<file path="src/rtl/nandSeqPkg.sv">
package nandSeqPkg;

  localparam int REG_AW = 4;
  localparam int REG_DW = 32;
  localparam int IO_W   = 16;

  localparam logic [REG_AW-1:0] RA_STATUS = 4'h0;
  localparam logic [REG_AW-1:0] RA_CTRL   = 4'h1;
  localparam logic [REG_AW-1:0] RA_WIDTH  = 4'h2;
  localparam logic [REG_AW-1:0] RA_GEOM   = 4'h3;
  localparam logic [REG_AW-1:0] RA_PAGE   = 4'h4;
  localparam logic [REG_AW-1:0] RA_IDLO   = 4'h5;
  localparam logic [REG_AW-1:0] RA_IDHI   = 4'h6;
  localparam logic [REG_AW-1:0] RA_IEN    = 4'h7;
  localparam logic [REG_AW-1:0] RA_ICLR   = 4'h8;

  localparam logic [4:0] OP_READ_ID    = 5'h01;
  localparam logic [4:0] OP_RESET      = 5'h02;
  localparam logic [4:0] OP_STATUS     = 5'h04;
  localparam logic [4:0] OP_READ_PAGE  = 5'h05;
  localparam logic [4:0] OP_READ_SPARE = 5'h06;
  localparam logic [4:0] OP_PROGRAM    = 5'h10;
  localparam logic [4:0] OP_ERASE      = 5'h11;
  localparam logic [4:0] OP_WR_SPARE   = 5'h13;

  typedef enum logic [2:0] {
    K_END, K_CMD, K_ADDR_FULL, K_ADDR_ROW, K_ADDR_ID, K_READ_ID, K_READ_ST, K_WAIT
  } phaseKind_e;

  typedef struct packed {
    phaseKind_e kind;
    logic [7:0] code;
    logic       spareCol;
  } phase_t;

  typedef enum logic [1:0] {CAP_NONE, CAP_ID, CAP_STAT} capSel_e;

  // Strobes from the sequencer control to the pin datapath
  typedef struct packed {
    logic       select;
    logic       cmdLatch;
    logic       addrLatch;
    logic       wrStrobe;
    logic       rdStrobe;
    logic [7:0] ioByte;
    capSel_e    capSel;
    logic [2:0] capIdx;
  } pinCtl_t;

  function automatic phase_t mkPh(phaseKind_e k, logic [7:0] c, logic s);
    phase_t p;
    p.kind = k;
    p.code = c;
    p.spareCol = s;
    return p;
  endfunction

  // Phase list of each host opcode; the phase after the last one is K_END
  function automatic phase_t phaseOf(logic [4:0] op, logic [2:0] ph);
    phase_t p;
    p = mkPh(K_END, 8'h00, 1'b0);
    case (op)
      OP_READ_ID: case (ph)
        3'd0: p = mkPh(K_CMD, 8'h90, 1'b0);
        3'd1: p = mkPh(K_ADDR_ID, 8'h00, 1'b0);
        3'd2: p = mkPh(K_READ_ID, 8'h00, 1'b0);
        default: ;
      endcase
      OP_RESET: case (ph)
        3'd0: p = mkPh(K_CMD, 8'hFF, 1'b0);
        default: ;
      endcase
      OP_STATUS: case (ph)
        3'd0: p = mkPh(K_CMD, 8'h70, 1'b0);
        3'd1: p = mkPh(K_READ_ST, 8'h00, 1'b0);
        default: ;
      endcase
      OP_READ_PAGE: case (ph)
        3'd0: p = mkPh(K_CMD, 8'h00, 1'b0);
        3'd1: p = mkPh(K_ADDR_FULL, 8'h00, 1'b0);
        3'd2: p = mkPh(K_CMD, 8'h30, 1'b0);
        3'd3: p = mkPh(K_WAIT, 8'h00, 1'b0);
        default: ;
      endcase
      OP_READ_SPARE: case (ph)
        3'd0: p = mkPh(K_CMD, 8'h00, 1'b0);
        3'd1: p = mkPh(K_ADDR_FULL, 8'h00, 1'b1);
        3'd2: p = mkPh(K_CMD, 8'h30, 1'b0);
        default: ;
      endcase
      OP_PROGRAM: case (ph)
        3'd0: p = mkPh(K_CMD, 8'h80, 1'b0);
        3'd1: p = mkPh(K_ADDR_FULL, 8'h00, 1'b0);
        3'd2: p = mkPh(K_WAIT, 8'h00, 1'b0);
        3'd3: p = mkPh(K_CMD, 8'h10, 1'b0);
        3'd4: p = mkPh(K_CMD, 8'h70, 1'b0);
        3'd5: p = mkPh(K_READ_ST, 8'h00, 1'b0);
        default: ;
      endcase
      OP_ERASE: case (ph)
        3'd0: p = mkPh(K_CMD, 8'h60, 1'b0);
        3'd1: p = mkPh(K_ADDR_ROW, 8'h00, 1'b0);
        3'd2: p = mkPh(K_CMD, 8'hD0, 1'b0);
        3'd3: p = mkPh(K_CMD, 8'h70, 1'b0);
        3'd4: p = mkPh(K_READ_ST, 8'h00, 1'b0);
        default: ;
      endcase
      OP_WR_SPARE: case (ph)
        3'd0: p = mkPh(K_CMD, 8'h80, 1'b0);
        3'd1: p = mkPh(K_ADDR_FULL, 8'h00, 1'b1);
        3'd2: p = mkPh(K_CMD, 8'h10, 1'b0);
        3'd3: p = mkPh(K_CMD, 8'h70, 1'b0);
        3'd4: p = mkPh(K_READ_ST, 8'h00, 1'b0);
        default: ;
      endcase
      default: ;
    endcase
    return p;
  endfunction

endpackage

</file>
<file path="src/rtl/nandSeqRegs.sv">
module nandSeqRegs
  import nandSeqPkg::*;
#(
  parameter int ROW_W = 26,
  parameter int COL_W = 16
) (
  input  logic              clk,
  input  logic              rstN,
  input  logic              regWr,
  input  logic [REG_AW-1:0] regAddr,
  input  logic [REG_DW-1:0] regWdata,
  output logic [REG_DW-1:0] regRdata,
  output logic              irq,
  input  logic              busy,
  input  logic              cmdDone,
  input  logic [REG_DW-1:0] idLo,
  input  logic [REG_DW-1:0] idHi,
  output logic              start,
  output logic [4:0]        startOp,
  output logic              wide,
  output logic [2:0]        addrCycles,
  output logic [COL_W-1:0]  spareCol,
  output logic [ROW_W-1:0]  rowAddr
);

  logic [4:0]       opReg;
  logic             wideReg;
  logic [1:0]       extraCyc;
  logic [1:0]       pageSel;
  logic [ROW_W-1:0] pageReg;
  logic             ienOn;
  logic [3:0]       ienMask;
  logic [3:0]       evt;       // status bits 5:2, evt[0] = complete
  logic             wrCtrl, wrClr;

  wire unusedWdata = &{1'b0, regWdata[REG_DW-1:ROW_W], regWdata[31:13]};

  assign wrCtrl  = regWr && (regAddr == RA_CTRL);
  assign wrClr   = regWr && (regAddr == RA_ICLR);
  assign start   = wrCtrl && regWdata[7] && !busy;
  assign startOp = regWdata[12:8];

  always_ff @(posedge clk) begin
    if (!rstN) begin
      opReg    <= '0;
      wideReg  <= 1'b0;
      extraCyc <= '0;
      pageSel  <= '0;
      pageReg  <= '0;
      ienOn    <= 1'b0;
      ienMask  <= '0;
      evt      <= '0;
    end else begin
      if (start) opReg <= startOp;
      if (regWr && regAddr == RA_WIDTH) wideReg <= regWdata[0];
      if (regWr && regAddr == RA_GEOM) begin
        extraCyc <= regWdata[11:10];
        pageSel  <= regWdata[9:8];
      end
      if (regWr && regAddr == RA_PAGE) pageReg <= regWdata[ROW_W-1:0];
      if (regWr && regAddr == RA_IEN) begin
        ienOn   <= regWdata[7];
        ienMask <= regWdata[3:0];
      end
      if (wrClr) evt <= evt & ~regWdata[3:0];
      if (start) evt[0] <= 1'b0;
      if (cmdDone) evt[0] <= 1'b1;
    end
  end

  assign irq        = ienOn && |(ienMask & evt);
  assign wide       = wideReg;
  assign addrCycles = 3'd3 + {1'b0, extraCyc};
  assign rowAddr    = pageReg;

  always_comb begin
    case (pageSel)
      2'd0:    spareCol = COL_W'(512);
      2'd2:    spareCol = COL_W'(4096);
      default: spareCol = COL_W'(2048);
    endcase
  end

  always_comb begin
    regRdata = '0;
    case (regAddr)
      RA_STATUS: regRdata[5:2] = evt;
      RA_CTRL:   regRdata[12:8] = opReg;
      RA_WIDTH:  regRdata[0] = wideReg;
      RA_GEOM:   regRdata[11:8] = {extraCyc, pageSel};
      RA_PAGE:   regRdata[ROW_W-1:0] = pageReg;
      RA_IDLO:   regRdata = idLo;
      RA_IDHI:   regRdata = idHi;
      RA_IEN:    regRdata[7:0] = {ienOn, 3'b000, ienMask};
      default:   regRdata = '0;
    endcase
  end


  start_busy_chk: assert property (@(posedge clk) disable iff (!rstN)
    start |=> busy);

  start_clears_chk: assert property (@(posedge clk) disable iff (!rstN)
    (start && !cmdDone) |=> !evt[0]);

  done_sets_chk: assert property (@(posedge clk) disable iff (!rstN)
    cmdDone |=> evt[0]);

  clear_works_chk: assert property (@(posedge clk) disable iff (!rstN)
    (wrClr && regWdata[0] && !cmdDone) |=> !evt[0]);

endmodule

</file>
<file path="src/rtl/nandSeqCtrl.sv">
module nandSeqCtrl
  import nandSeqPkg::*;
#(
  parameter int ROW_W = 26,
  parameter int COL_W = 16
) (
  input  logic             clk,
  input  logic             rstN,
  input  logic             start,
  input  logic [4:0]       startOp,
  input  logic             wide,
  input  logic [2:0]       addrCycles,
  input  logic [COL_W-1:0] spareCol,
  input  logic [ROW_W-1:0] rowAddr,
  input  logic             dataDone,
  output pinCtl_t          pinCtl,
  output logic             busy,
  output logic             cmdDone,
  output logic             dataActive,
  output logic             dataWrite
);

  logic       running;
  logic [4:0] op;
  logic [2:0] ph;
  logic [2:0] sub;
  logic       half;
  phase_t     cur;
  logic [2:0] rowBytes, subCount, byteSel;
  logic       isWrite, isRead, isBus, stepLast;
  logic [COL_W-1:0] colAddr;
  logic [7:0] addrByte;

  wire unusedRow = &{1'b0, rowAddr[ROW_W-1:24]};

  assign cur = phaseOf(op, ph);

  always_comb begin
    if (addrCycles >= 3'd5)      rowBytes = 3'd3;
    else if (addrCycles == 3'd4) rowBytes = 3'd2;
    else                         rowBytes = 3'd1;
  end

  always_comb begin
    case (cur.kind)
      K_ADDR_FULL: subCount = 3'(rowBytes + 3'd2);
      K_ADDR_ROW:  subCount = rowBytes;
      K_READ_ID:   subCount = wide ? 3'd3 : 3'd5;
      default:     subCount = 3'd1;
    endcase
  end

  assign isWrite  = (cur.kind == K_CMD) || (cur.kind == K_ADDR_FULL) ||
                    (cur.kind == K_ADDR_ROW) || (cur.kind == K_ADDR_ID);
  assign isRead   = (cur.kind == K_READ_ID) || (cur.kind == K_READ_ST);
  assign isBus    = running && (isWrite || isRead);
  assign stepLast = (sub == 3'(subCount - 3'd1));
  assign colAddr  = cur.spareCol ? spareCol : '0;
  assign byteSel  = (cur.kind == K_ADDR_ROW) ? 3'(sub + 3'd2) : sub;

  always_comb begin
    case (byteSel)
      3'd0:    addrByte = colAddr[7:0];
      3'd1:    addrByte = colAddr[15:8];
      3'd2:    addrByte = rowAddr[7:0];
      3'd3:    addrByte = rowAddr[15:8];
      default: addrByte = rowAddr[23:16];
    endcase
  end

  always_ff @(posedge clk) begin
    if (!rstN) begin
      running <= 1'b0;
      op      <= '0;
      ph      <= '0;
      sub     <= '0;
      half    <= 1'b0;
    end else if (!running) begin
      if (start) begin
        running <= 1'b1;
        op      <= startOp;
        ph      <= '0;
        sub     <= '0;
        half    <= 1'b0;
      end
    end else if (cur.kind == K_END) begin
      running <= 1'b0;
    end else if (cur.kind == K_WAIT) begin
      if (dataDone) ph <= 3'(ph + 3'd1);
    end else begin
      half <= ~half;
      if (half) begin
        if (stepLast) begin
          ph  <= 3'(ph + 3'd1);
          sub <= '0;
        end else begin
          sub <= 3'(sub + 3'd1);
        end
      end
    end
  end

  assign busy       = running;
  assign cmdDone    = running && (cur.kind == K_END);
  assign dataActive = running && (cur.kind == K_WAIT);
  assign dataWrite  = dataActive && (op == OP_PROGRAM);

  always_comb begin
    pinCtl = '0;
    pinCtl.select    = running && (cur.kind != K_END);
    pinCtl.cmdLatch  = running && (cur.kind == K_CMD);
    pinCtl.addrLatch = running && isWrite && (cur.kind != K_CMD);
    pinCtl.wrStrobe  = isBus && isWrite && !half;
    pinCtl.rdStrobe  = isBus && isRead && !half;
    if (cur.kind == K_CMD)    pinCtl.ioByte = cur.code;
    else if (isWrite)         pinCtl.ioByte = (cur.kind == K_ADDR_ID) ? 8'h00 : addrByte;
    if (cur.kind == K_READ_ID) pinCtl.capSel = CAP_ID;
    if (cur.kind == K_READ_ST) pinCtl.capSel = CAP_STAT;
    pinCtl.capIdx = sub;
  end


  op_hold_chk: assert property (@(posedge clk) disable iff (!rstN)
    running |=> (!running || $stable(op)));

  wait_hold_chk: assert property (@(posedge clk) disable iff (!rstN)
    (dataActive && !dataDone) |=> dataActive);

  done_idle_chk: assert property (@(posedge clk) disable iff (!rstN)
    cmdDone |=> !busy);

endmodule

</file>
<file path="src/rtl/nandSeqPins.sv">
module nandSeqPins
  import nandSeqPkg::*;
(
  input  logic              clk,
  input  logic              rstN,
  input  pinCtl_t           pinCtl,
  input  logic              wide,
  input  logic [IO_W-1:0]   ioIn,
  output logic              ceN,
  output logic              cle,
  output logic              ale,
  output logic              weN,
  output logic              reN,
  output logic [IO_W-1:0]   ioOut,
  output logic              ioOe,
  output logic [REG_DW-1:0] idLo,
  output logic [REG_DW-1:0] idHi
);

  capSel_e    capSelQ;
  logic [2:0] capIdxQ;
  logic       capNow;

  assign capNow = !reN && (capSelQ != CAP_NONE);

  always_ff @(posedge clk) begin
    if (!rstN) begin
      ceN     <= 1'b1;
      cle     <= 1'b0;
      ale     <= 1'b0;
      weN     <= 1'b1;
      reN     <= 1'b1;
      ioOut   <= '0;
      ioOe    <= 1'b0;
      capSelQ <= CAP_NONE;
      capIdxQ <= '0;
    end else begin
      ceN     <= !pinCtl.select;
      cle     <= pinCtl.cmdLatch;
      ale     <= pinCtl.addrLatch;
      weN     <= !pinCtl.wrStrobe;
      reN     <= !pinCtl.rdStrobe;
      ioOut   <= {{(IO_W-8){1'b0}}, pinCtl.ioByte};
      ioOe    <= pinCtl.select && (pinCtl.cmdLatch || pinCtl.addrLatch);
      capSelQ <= pinCtl.capSel;
      capIdxQ <= pinCtl.capIdx;
    end
  end

  always_ff @(posedge clk) begin
    if (!rstN) begin
      idLo <= '0;
      idHi <= '0;
    end else if (capNow) begin
      if (capSelQ == CAP_STAT) begin
        idHi <= wide ? {16'h0, ioIn} : {24'h0, ioIn[7:0]};
      end else if (wide) begin
        case (capIdxQ)
          3'd0:    idLo[15:0]  <= ioIn;
          3'd1:    idLo[31:16] <= ioIn;
          default: idHi <= {16'h0, ioIn};
        endcase
      end else begin
        case (capIdxQ)
          3'd0:    idLo[7:0]   <= ioIn[7:0];
          3'd1:    idLo[15:8]  <= ioIn[7:0];
          3'd2:    idLo[23:16] <= ioIn[7:0];
          3'd3:    idLo[31:24] <= ioIn[7:0];
          default: idHi <= {24'h0, ioIn[7:0]};
        endcase
      end
    end
  end


  strobe_excl_chk: assert property (@(posedge clk) disable iff (!rstN)
    !(!weN && !reN));

  we_pulse_chk: assert property (@(posedge clk) disable iff (!rstN)
    !weN |=> weN);

  re_pulse_chk: assert property (@(posedge clk) disable iff (!rstN)
    !reN |=> reN);

  latch_excl_chk: assert property (@(posedge clk) disable iff (!rstN)
    !(cle && ale));

  select_held_chk: assert property (@(posedge clk) disable iff (!rstN)
    (!weN || !reN) |-> !ceN);

endmodule

</file>
<file path="src/rtl/nandCmdSeq.sv">
module nandCmdSeq
  import nandSeqPkg::*;
#(
  parameter int ROW_W = 26,
  parameter int COL_W = 16
) (
  input  logic              clk,
  input  logic              rstN,
  input  logic              regWr,
  input  logic [REG_AW-1:0] regAddr,
  input  logic [REG_DW-1:0] regWdata,
  output logic [REG_DW-1:0] regRdata,
  output logic              irq,
  input  logic              dataDone,
  output logic              dataActive,
  output logic              dataWrite,
  output logic              flashCeN,
  output logic              flashCle,
  output logic              flashAle,
  output logic              flashWeN,
  output logic              flashReN,
  output logic [IO_W-1:0]   flashIoOut,
  output logic              flashIoOe,
  input  logic [IO_W-1:0]   flashIoIn
);

  pinCtl_t          pinCtl;
  logic             busy, cmdDone, start, wide;
  logic [4:0]       startOp;
  logic [2:0]       addrCycles;
  logic [COL_W-1:0] spareCol;
  logic [ROW_W-1:0] rowAddr;
  logic [REG_DW-1:0] idLo, idHi;

  nandSeqRegs #(.ROW_W(ROW_W), .COL_W(COL_W)) uRegs (
    .clk(clk), .rstN(rstN), .regWr(regWr), .regAddr(regAddr),
    .regWdata(regWdata), .regRdata(regRdata), .irq(irq), .busy(busy),
    .cmdDone(cmdDone), .idLo(idLo), .idHi(idHi), .start(start),
    .startOp(startOp), .wide(wide), .addrCycles(addrCycles),
    .spareCol(spareCol), .rowAddr(rowAddr)
  );

  nandSeqCtrl #(.ROW_W(ROW_W), .COL_W(COL_W)) uCtrl (
    .clk(clk), .rstN(rstN), .start(start), .startOp(startOp), .wide(wide),
    .addrCycles(addrCycles), .spareCol(spareCol), .rowAddr(rowAddr),
    .dataDone(dataDone), .pinCtl(pinCtl), .busy(busy), .cmdDone(cmdDone),
    .dataActive(dataActive), .dataWrite(dataWrite)
  );

  nandSeqPins uPins (
    .clk(clk), .rstN(rstN), .pinCtl(pinCtl), .wide(wide), .ioIn(flashIoIn),
    .ceN(flashCeN), .cle(flashCle), .ale(flashAle), .weN(flashWeN),
    .reN(flashReN), .ioOut(flashIoOut), .ioOe(flashIoOe),
    .idLo(idLo), .idHi(idHi)
  );

endmodule

</file>
<file path="config.mk">
export PLATFORM = sky130hd
export DESIGN_NAME = nandCmdSeq
export DESIGN_NICKNAME = d
export VERILOG_FILES = /design/src/rtl/nandSeqPkg.sv /design/src/rtl/nandSeqRegs.sv /design/src/rtl/nandSeqCtrl.sv /design/src/rtl/nandSeqPins.sv /design/src/rtl/nandCmdSeq.sv
export SDC_FILE = /design/constraint.sdc
export NUM_CORES = 1
export LEC_CHECK = 0
export BUFFER_PORTS_ARGS = -buffer_cell sky130_fd_sc_hd__buf_2
export CAP_MARGIN = 20
export CORE_MARGIN = 2
export CORE_UTILIZATION = 50
export CTS_CLUSTER_DIAMETER = 120
export CTS_CLUSTER_SIZE = 16
export DETAILED_ROUTE_END_ITERATION = 10
export PLACE_DENSITY = 0.76
export SLEW_MARGIN = 20
export SYNTH_ARGS = -nofsm -noshare
export SYNTH_HDL_FRONTEND = slang
export SYNTH_SLANG_ARGS = --single-unit
export TNS_END_PERCENT = 20
</file>
<file path="constraint.sdc">
create_clock -name clk -period 3.66 [get_ports clk]
set_input_delay 0.183 -clock clk [delete_from_list [all_inputs] [get_ports clk]]
set_output_delay 0.183 -clock clk [all_outputs]
set_load 0.1 [all_outputs]
</file>
Word-level counts from Yosys, hierarchy flattened
Index checks and enable logic that the tools add are counted.
Widths: inputs -> output; s select.
{"block": "word_totals", "reg_bits": 149, "inputBits": 56}
{"block": "classes", "add_sub_neg": 6, "order_cmp": 1, "eq_ne": 49, "n_mux": 64, "n_bitwise": 7, "reduce_logical": 61}
{"cell": "$mux 32", "count": 5}
{"cell": "$pmux 12 s5", "count": 2}
{"cell": "$pmux 12 s8", "count": 1}
{"cell": "$pmux 12 s6", "count": 1}
{"cell": "$mux 8", "count": 7}
{"cell": "$mux 16", "count": 3}
{"cell": "$pmux 12 s4", "count": 1}
{"cell": "$mux 3", "count": 15}
{"cell": "$pmux 4 s5", "count": 2}
{"cell": "$pmux 13 s3", "count": 1}
{"cell": "$pmux 12 s3", "count": 1}
{"cell": "$pmux 11 s3", "count": 1}
{"cell": "$pmux 8 s4", "count": 1}
{"cell": "$pmux 13 s2", "count": 1}
{"cell": "$eq 3x2->1 const B", "count": 8}
{"cell": "$pmux 12 s2", "count": 1}
{"cell": "$logic_and 1x1->1", "count": 23}
{"cell": "$eq 3x3->1 const B", "count": 7}
{"cell": "$eq 4x3->1 const B", "count": 4}
{"cell": "$reduce_and 4->1", "count": 4}
{"cell": "$eq 5x3->1 const B", "count": 3}
{"cell": "$eq 5x5->1 const B", "count": 3}
{"cell": "$mux 13", "count": 1}
{"cell": "$eq 3x1->1 const B", "count": 4}
{"cell": "40 further kinds", "count": 88}

Longest topological paths before layout
{"block": "logic_depth", "ltp_word": 13, "depth_mapped": 19, "mapped_depth_nobuf": 15}

By module
From an unflattened synthesis, not the netlist that was laid out.
{"block": "unflattened", "hier_cells": 956, "area_unflattened_um2": 7713.6}
{"mod": "nandSeqRegs", "instances": 1, "cells_each": 390, "area_per_inst_um2": 2975.4, "seq_area_each_um2": 900.9}
{"mod": "nandSeqPins", "instances": 1, "cells_each": 281, "area_per_inst_um2": 2641.3, "seq_area_each_um2": 1341.3}
{"mod": "nandSeqCtrl", "instances": 1, "cells_each": 285, "area_per_inst_um2": 2097.0, "seq_area_each_um2": 260.2}

Worst setup path before layout
No wires, ideal clock.
{"block": "synth_timing", "kind": "register -> register", "from": "register uCtrl.ph[2]", "to": "register uCtrl.ph[1]", "setup_ps": 72, "arrival_time_ps": 3595, "t_required_ps": 3588, "path_slack_ps": -6, "stages_incl_launch_ff": 20, "path_cell_list": "dfxtp_1 > buf_4 > clkbuf_1 > inv_1 > ha_1 > nand2_1 > a21oi_1 > or4_1 > nor2_2 > buf_4 > buf_4 > xnor2_1 > a32oi_1 > ha_1 > xnor2_1 > nor2_1 > nand3_1 > mux2_4 > o211ai_4 > mux2i_1"}
{"block": "synth_between", "elab_chain_cells": 9, "elab_cells_between_ends": 31}
{"element": "from (decl)", "line": "nandSeqCtrl.sv:25", "source": "logic [2:0] ph;"}
{"element": "from (signal assigned)", "line": "nandSeqCtrl.sv:89", "source": "if (dataDone) ph <= 3'(ph + 3'd1);"}
{"element": "from (signal assigned)", "line": "nandSeqCtrl.sv:94", "source": "ph <= 3'(ph + 3'd1);"}
{"element": "$eq 3x3->1, or another cell as far along", "line": "nandSeqPkg.sv:91", "source": "OP_PROGRAM: case (ph)"}
{"element": "$pmux 12 s6, or another cell as far along", "line": "nandSeqPkg.sv:91"}
{"element": "$pmux 12 s8 (*)", "line": "nandSeqPkg.sv:62", "source": "case (op)"}
{"element": "$eq 3x3->1 / $eq 3x2->1 (equally long branches)", "line": "nandSeqCtrl.sv:45", "source": "case (cur.kind)"}
{"element": "$pmux 3 s3", "line": "nandSeqCtrl.sv:45"}
{"element": "$sub 3x1->3", "line": "nandSeqCtrl.sv:57", "source": "assign stepLast = (sub == 3'(subCount - 3'd1));"}
{"element": "$eq 3x3->1", "line": "nandSeqCtrl.sv:57"}
{"element": "$ne 3x3->1 (no line)"}
{"element": "$reduce_and 5->1 (no line)"}
Mark *: on every way between the ends. The rest lies on a longest branch, timed or not. The select of a mux whose other input is x is not followed.
A chain may end at the register's enable or synchronous reset.

Final worst setup path
{"block": "layout_timing", "from": "register uCtrl.ph[0]", "to": "register uCtrl.ph[0]"}
{"block": "layout_between", "elab_chain_cells": 9, "elab_cells_between_ends": 35}
{"element": "$eq 3x3->1, or another cell as far along", "line": "nandSeqPkg.sv:91"}
{"element": "$pmux 12 s6, or another cell as far along", "line": "nandSeqPkg.sv:91"}
{"element": "$pmux 12 s8", "line": "nandSeqPkg.sv:62"}
{"element": "$eq 3x3->1 / $eq 3x2->1 (equally long branches)", "line": "nandSeqCtrl.sv:45"}
{"element": "$pmux 3 s3", "line": "nandSeqCtrl.sv:45"}
{"element": "$sub 3x1->3", "line": "nandSeqCtrl.sv:57"}
{"element": "$eq 3x3->1", "line": "nandSeqCtrl.sv:57"}
{"element": "$ne 3x3->1 (no line)"}
{"element": "$reduce_and 5->1 (no line)"}
Parallel ways exist; a longest one is shown, timed or not. The select of a mux whose other input is x is not followed.

==> results.py <==
metrics = {
    "grt": {
        "grt_usage": 0.273,
        "first_global_vias": 5541,
        "grt-ovfl-total": 0,
        "grt_pass1_wl_mm": 28.6,
        "antenna_found_initial": 0,
        "grt_max_degree": 62,
    },
    "detailed_routing": {
        "dr.pass1.iters": 9,
        "vias": 6092,
        "viasPerCell": 5.77,
        "avgRoutedWirePerCell_um": 17.2,
        "initialDrtViolationCount": 620,
        "drc_errors": 0,
        "routed_wl_mm": 18.2,
        "antenna_left": 0,
    },
    "timing": {
        "max_freq_mhz": 288,
        "worst_slew_pin_slew_ns": 0.982,
        "hold_viol": 0,
        "fin_crit_ns": 3.48,
        "fin_tns_setup_ns": 0,
        "max_slew_margin": 0.341,
        "period_share": 0.950,
        "setup_ws_ns": 0.184,
        "maxSlewViolCount": 0,
        "clock_skew_ns": 0.0102,
        "setup_viol": 0,
        "rsz0062_at_grt": "false",
    },
    "run_status": {
        "status": "finished, final reports clean",
    },
    "final_layout": {
        "antenna_cells": 0,
        "mostFrequentLayoutCells": "131 x nand2_1, 117 x dfxtp_1, 98 x buf_2",
        "final_cells": 1056,
        "nNetsFinal": 936,
        "final_common_cell": "nand2_1",
        "area_growth_pct": 19.4,
        "drive_gt1_frac": 0.205,
        "postLayoutCellArea_um2": 7570,
    },
    "clock_network": {
        "root_buffer": "clkbuf_16",
        "clock-sinks": 120,
        "clk_pin_slew_worst_paths_ns": 0.05,
        "clockBufferDepth": 2,
        "htreeDepth": 4,
        "cts_tree": "yes",
        "worstSkewPairLatency_ns": 0.41,
        "postCtsSetupRepairBufs": 0,
        "cts_buffers": 17,
    },
    "logic_synthesis": {
        "synth_top_area_frac": 0.379,
        "yosysWarnings": 0,
        "yosys.cell_types.count": 70,
        "ys_seq_area_frac": 0.379,
        "synthCells": 793,
        "synth-async-reset-ratio": 0,
        "synth_area_leaders": "dfxtp_1 38%, mux2i_1 8.7%, nand2_1 7.8%",
        "avgSynthCellArea_um2": 8.00,
        "synth_top_cell_by_area": "dfxtp_1",
        "synth_seq_cells": 120,
        "synth-main-ff-cell": "dfxtp_1",
        "syn-cell-area_um2": 6340,
        "synth_edf_count": 0,
    },
    "setup_path": {
        "worstSetupEndpointType": "flop",
        "cp-start-kind": "flop",
        "critPathKind": "reg2reg",
        "cp.arrival_ns": 3.80,
        "critical_path_peak_fanout": 5,
        "crit_required_ns": 3.99,
    },
    "placement": {
        "place_inst": 1022,
        "dpl.hpwl_mm": 13.0,
        "placed_area_um2": 6910,
        "gp_congestion": 0.915,
        "portBuffers": 98,
        "pre_cts_ws_ns": 0.0868,
    },
    "worst_hold_path": {
        "min_path_type": "in2reg",
    },
    "die": {
        "core_um2": 12500,
        "io_pins": 113,
        "chipHeight_um": 117,
        "fp.dieArea_um2": 13600,
        "start_util": 0.507,
        "fp-row-count": 41,
        "fp.dieW_um": 117,
    },
    "power_and_ir_drop": {
        "p_leak_uw": 0.00299,
        "ir_drop_uv": 261,
        "p_per_area_nw_per_um2": 417,
    },
    "job": {
        "maxCapViolCount": 0,
    },
}
==> cells by family (layout without fill, tap and decap cells) <==
family                     after synthesis  in the layout  synth area share
other                                    1              8          0.000591
AOI/OAI and AO/OA                      187            187             0.198
xor gates and xnor gates                 8              8            0.0111
buffers and inverters                   77            161            0.0564
and+or+nand+nor                        334            334             0.247
adders and majority gates                8              8            0.0158
muxes                                   58             58            0.0927
DFF                                    120            120             0.379
==> what timing repair did <==
item | 4_1_cts | 5_1_grt
hold buffers | 3 | 0
endpoints found under the setup margin | 0 | 7
endpoints found under the hold margin | 3 | 0
resized for setup | 0 | 10
==> Yosys cell counts (all sizes together) (10+ instances only) <==
cell / count
a22oi: 22
buf: 21
clkbuf: 47
a211oi: 19
a22o: 10
nand2: 131
o21ai: 11
a21oi: 80
mux2i: 55
nor2: 87
nor3: 12
dfxtp: 120
and2: 12
nand3: 34
==> per-layer routing <==
layer / up-vias / share of wire / global-route usage / wire [um]
met5: - / 0 / 0 / 0
li1: 2949 / - / - / -
met1: 2845 / 0.43 / 0.364 / 7780
met2: 265 / 0.47 / 0.435 / 8580
met4: 0 / 0.026 / 0.0894 / 470
met3: 33 / 0.076 / 0.0680 / 1380
==> worst max-delay path: stages (launching register included) <==
cell and delay (ns):
dfxtp_2 0.34, ha_1 0.25, ha_1 0.27, nand2_1 0.09, a21oi_1 0.06, or4_4 0.51, nor2_4 0.14, nor3_1 0.10
a32oi_1 0.22, ha_1 0.27, xnor2_1 0.15, nor2_1 0.15, nand3_1 0.09, mux2_4 0.33, o211ai_4 0.23, mux2i_1 0.21
==> path summary, 6_finish.rpt <==
path,start,end,slack [ns],depth (start not counted)
worst max-delay path,uCtrl.ph[0],uCtrl.ph[0],0.18,15
worst min-delay path,regWdata[25],uRegs.rowAddr[25],0.01,3
worst max register to register,uCtrl.ph[0],uCtrl.ph[0],0.18,15
worst min register to register,uRegs.rowAddr[24],uRegs.rowAddr[24],0.45,2
==> through the flow <==
stage | util | hold slack, ns | power, uW
after floorplan | - | 0.270 | 1460
after CTS | 0.602 | 0.000807 | 3160
final | 0.605 | 0.0123 | 3150
after global placement | 0.552 | 0.393 | 1510
after detailed placement | 0.552 | 0.399 | 1510
after global routing | 0.605 | 0.00890 | 3250
==> state kept, by name, indices dropped and copies added, names as in the netlist, 3 cells and up <==
name / cells
uPins.idLo: 32
uPins.capIdxQ: 3
uPins.idHi: 16
uRegs.opReg: 4
uCtrl.sub: 3
uRegs.rowAddr: 26
uCtrl.ph: 3
uRegs.evt: 4
uPins.ioOut: 8
uRegs.ienMask: 4
==> final cells by class <==
| cell class | instances | area [um2] |
|---|---|---|
| flip-flops and latches | 120 | 2410 |
| repair buffers | 121 | 671 |
| inverters | 9 | 33.8 |
| fillers | 1166 | 4950 |
| well taps | 172 | 215 |
| clock inverters | 12 | 150 |
| clock buffers | 19 | 443 |
| multi-input cells | 603 | 3650 |
==> power by group <==
part / switching, uW / internal, uW
sequential: 6.82 / 1310
combinational: 129 / 42.6
clock: 580 / 1080
total: 716 / 2440
(Power assumes the default switching activity.)
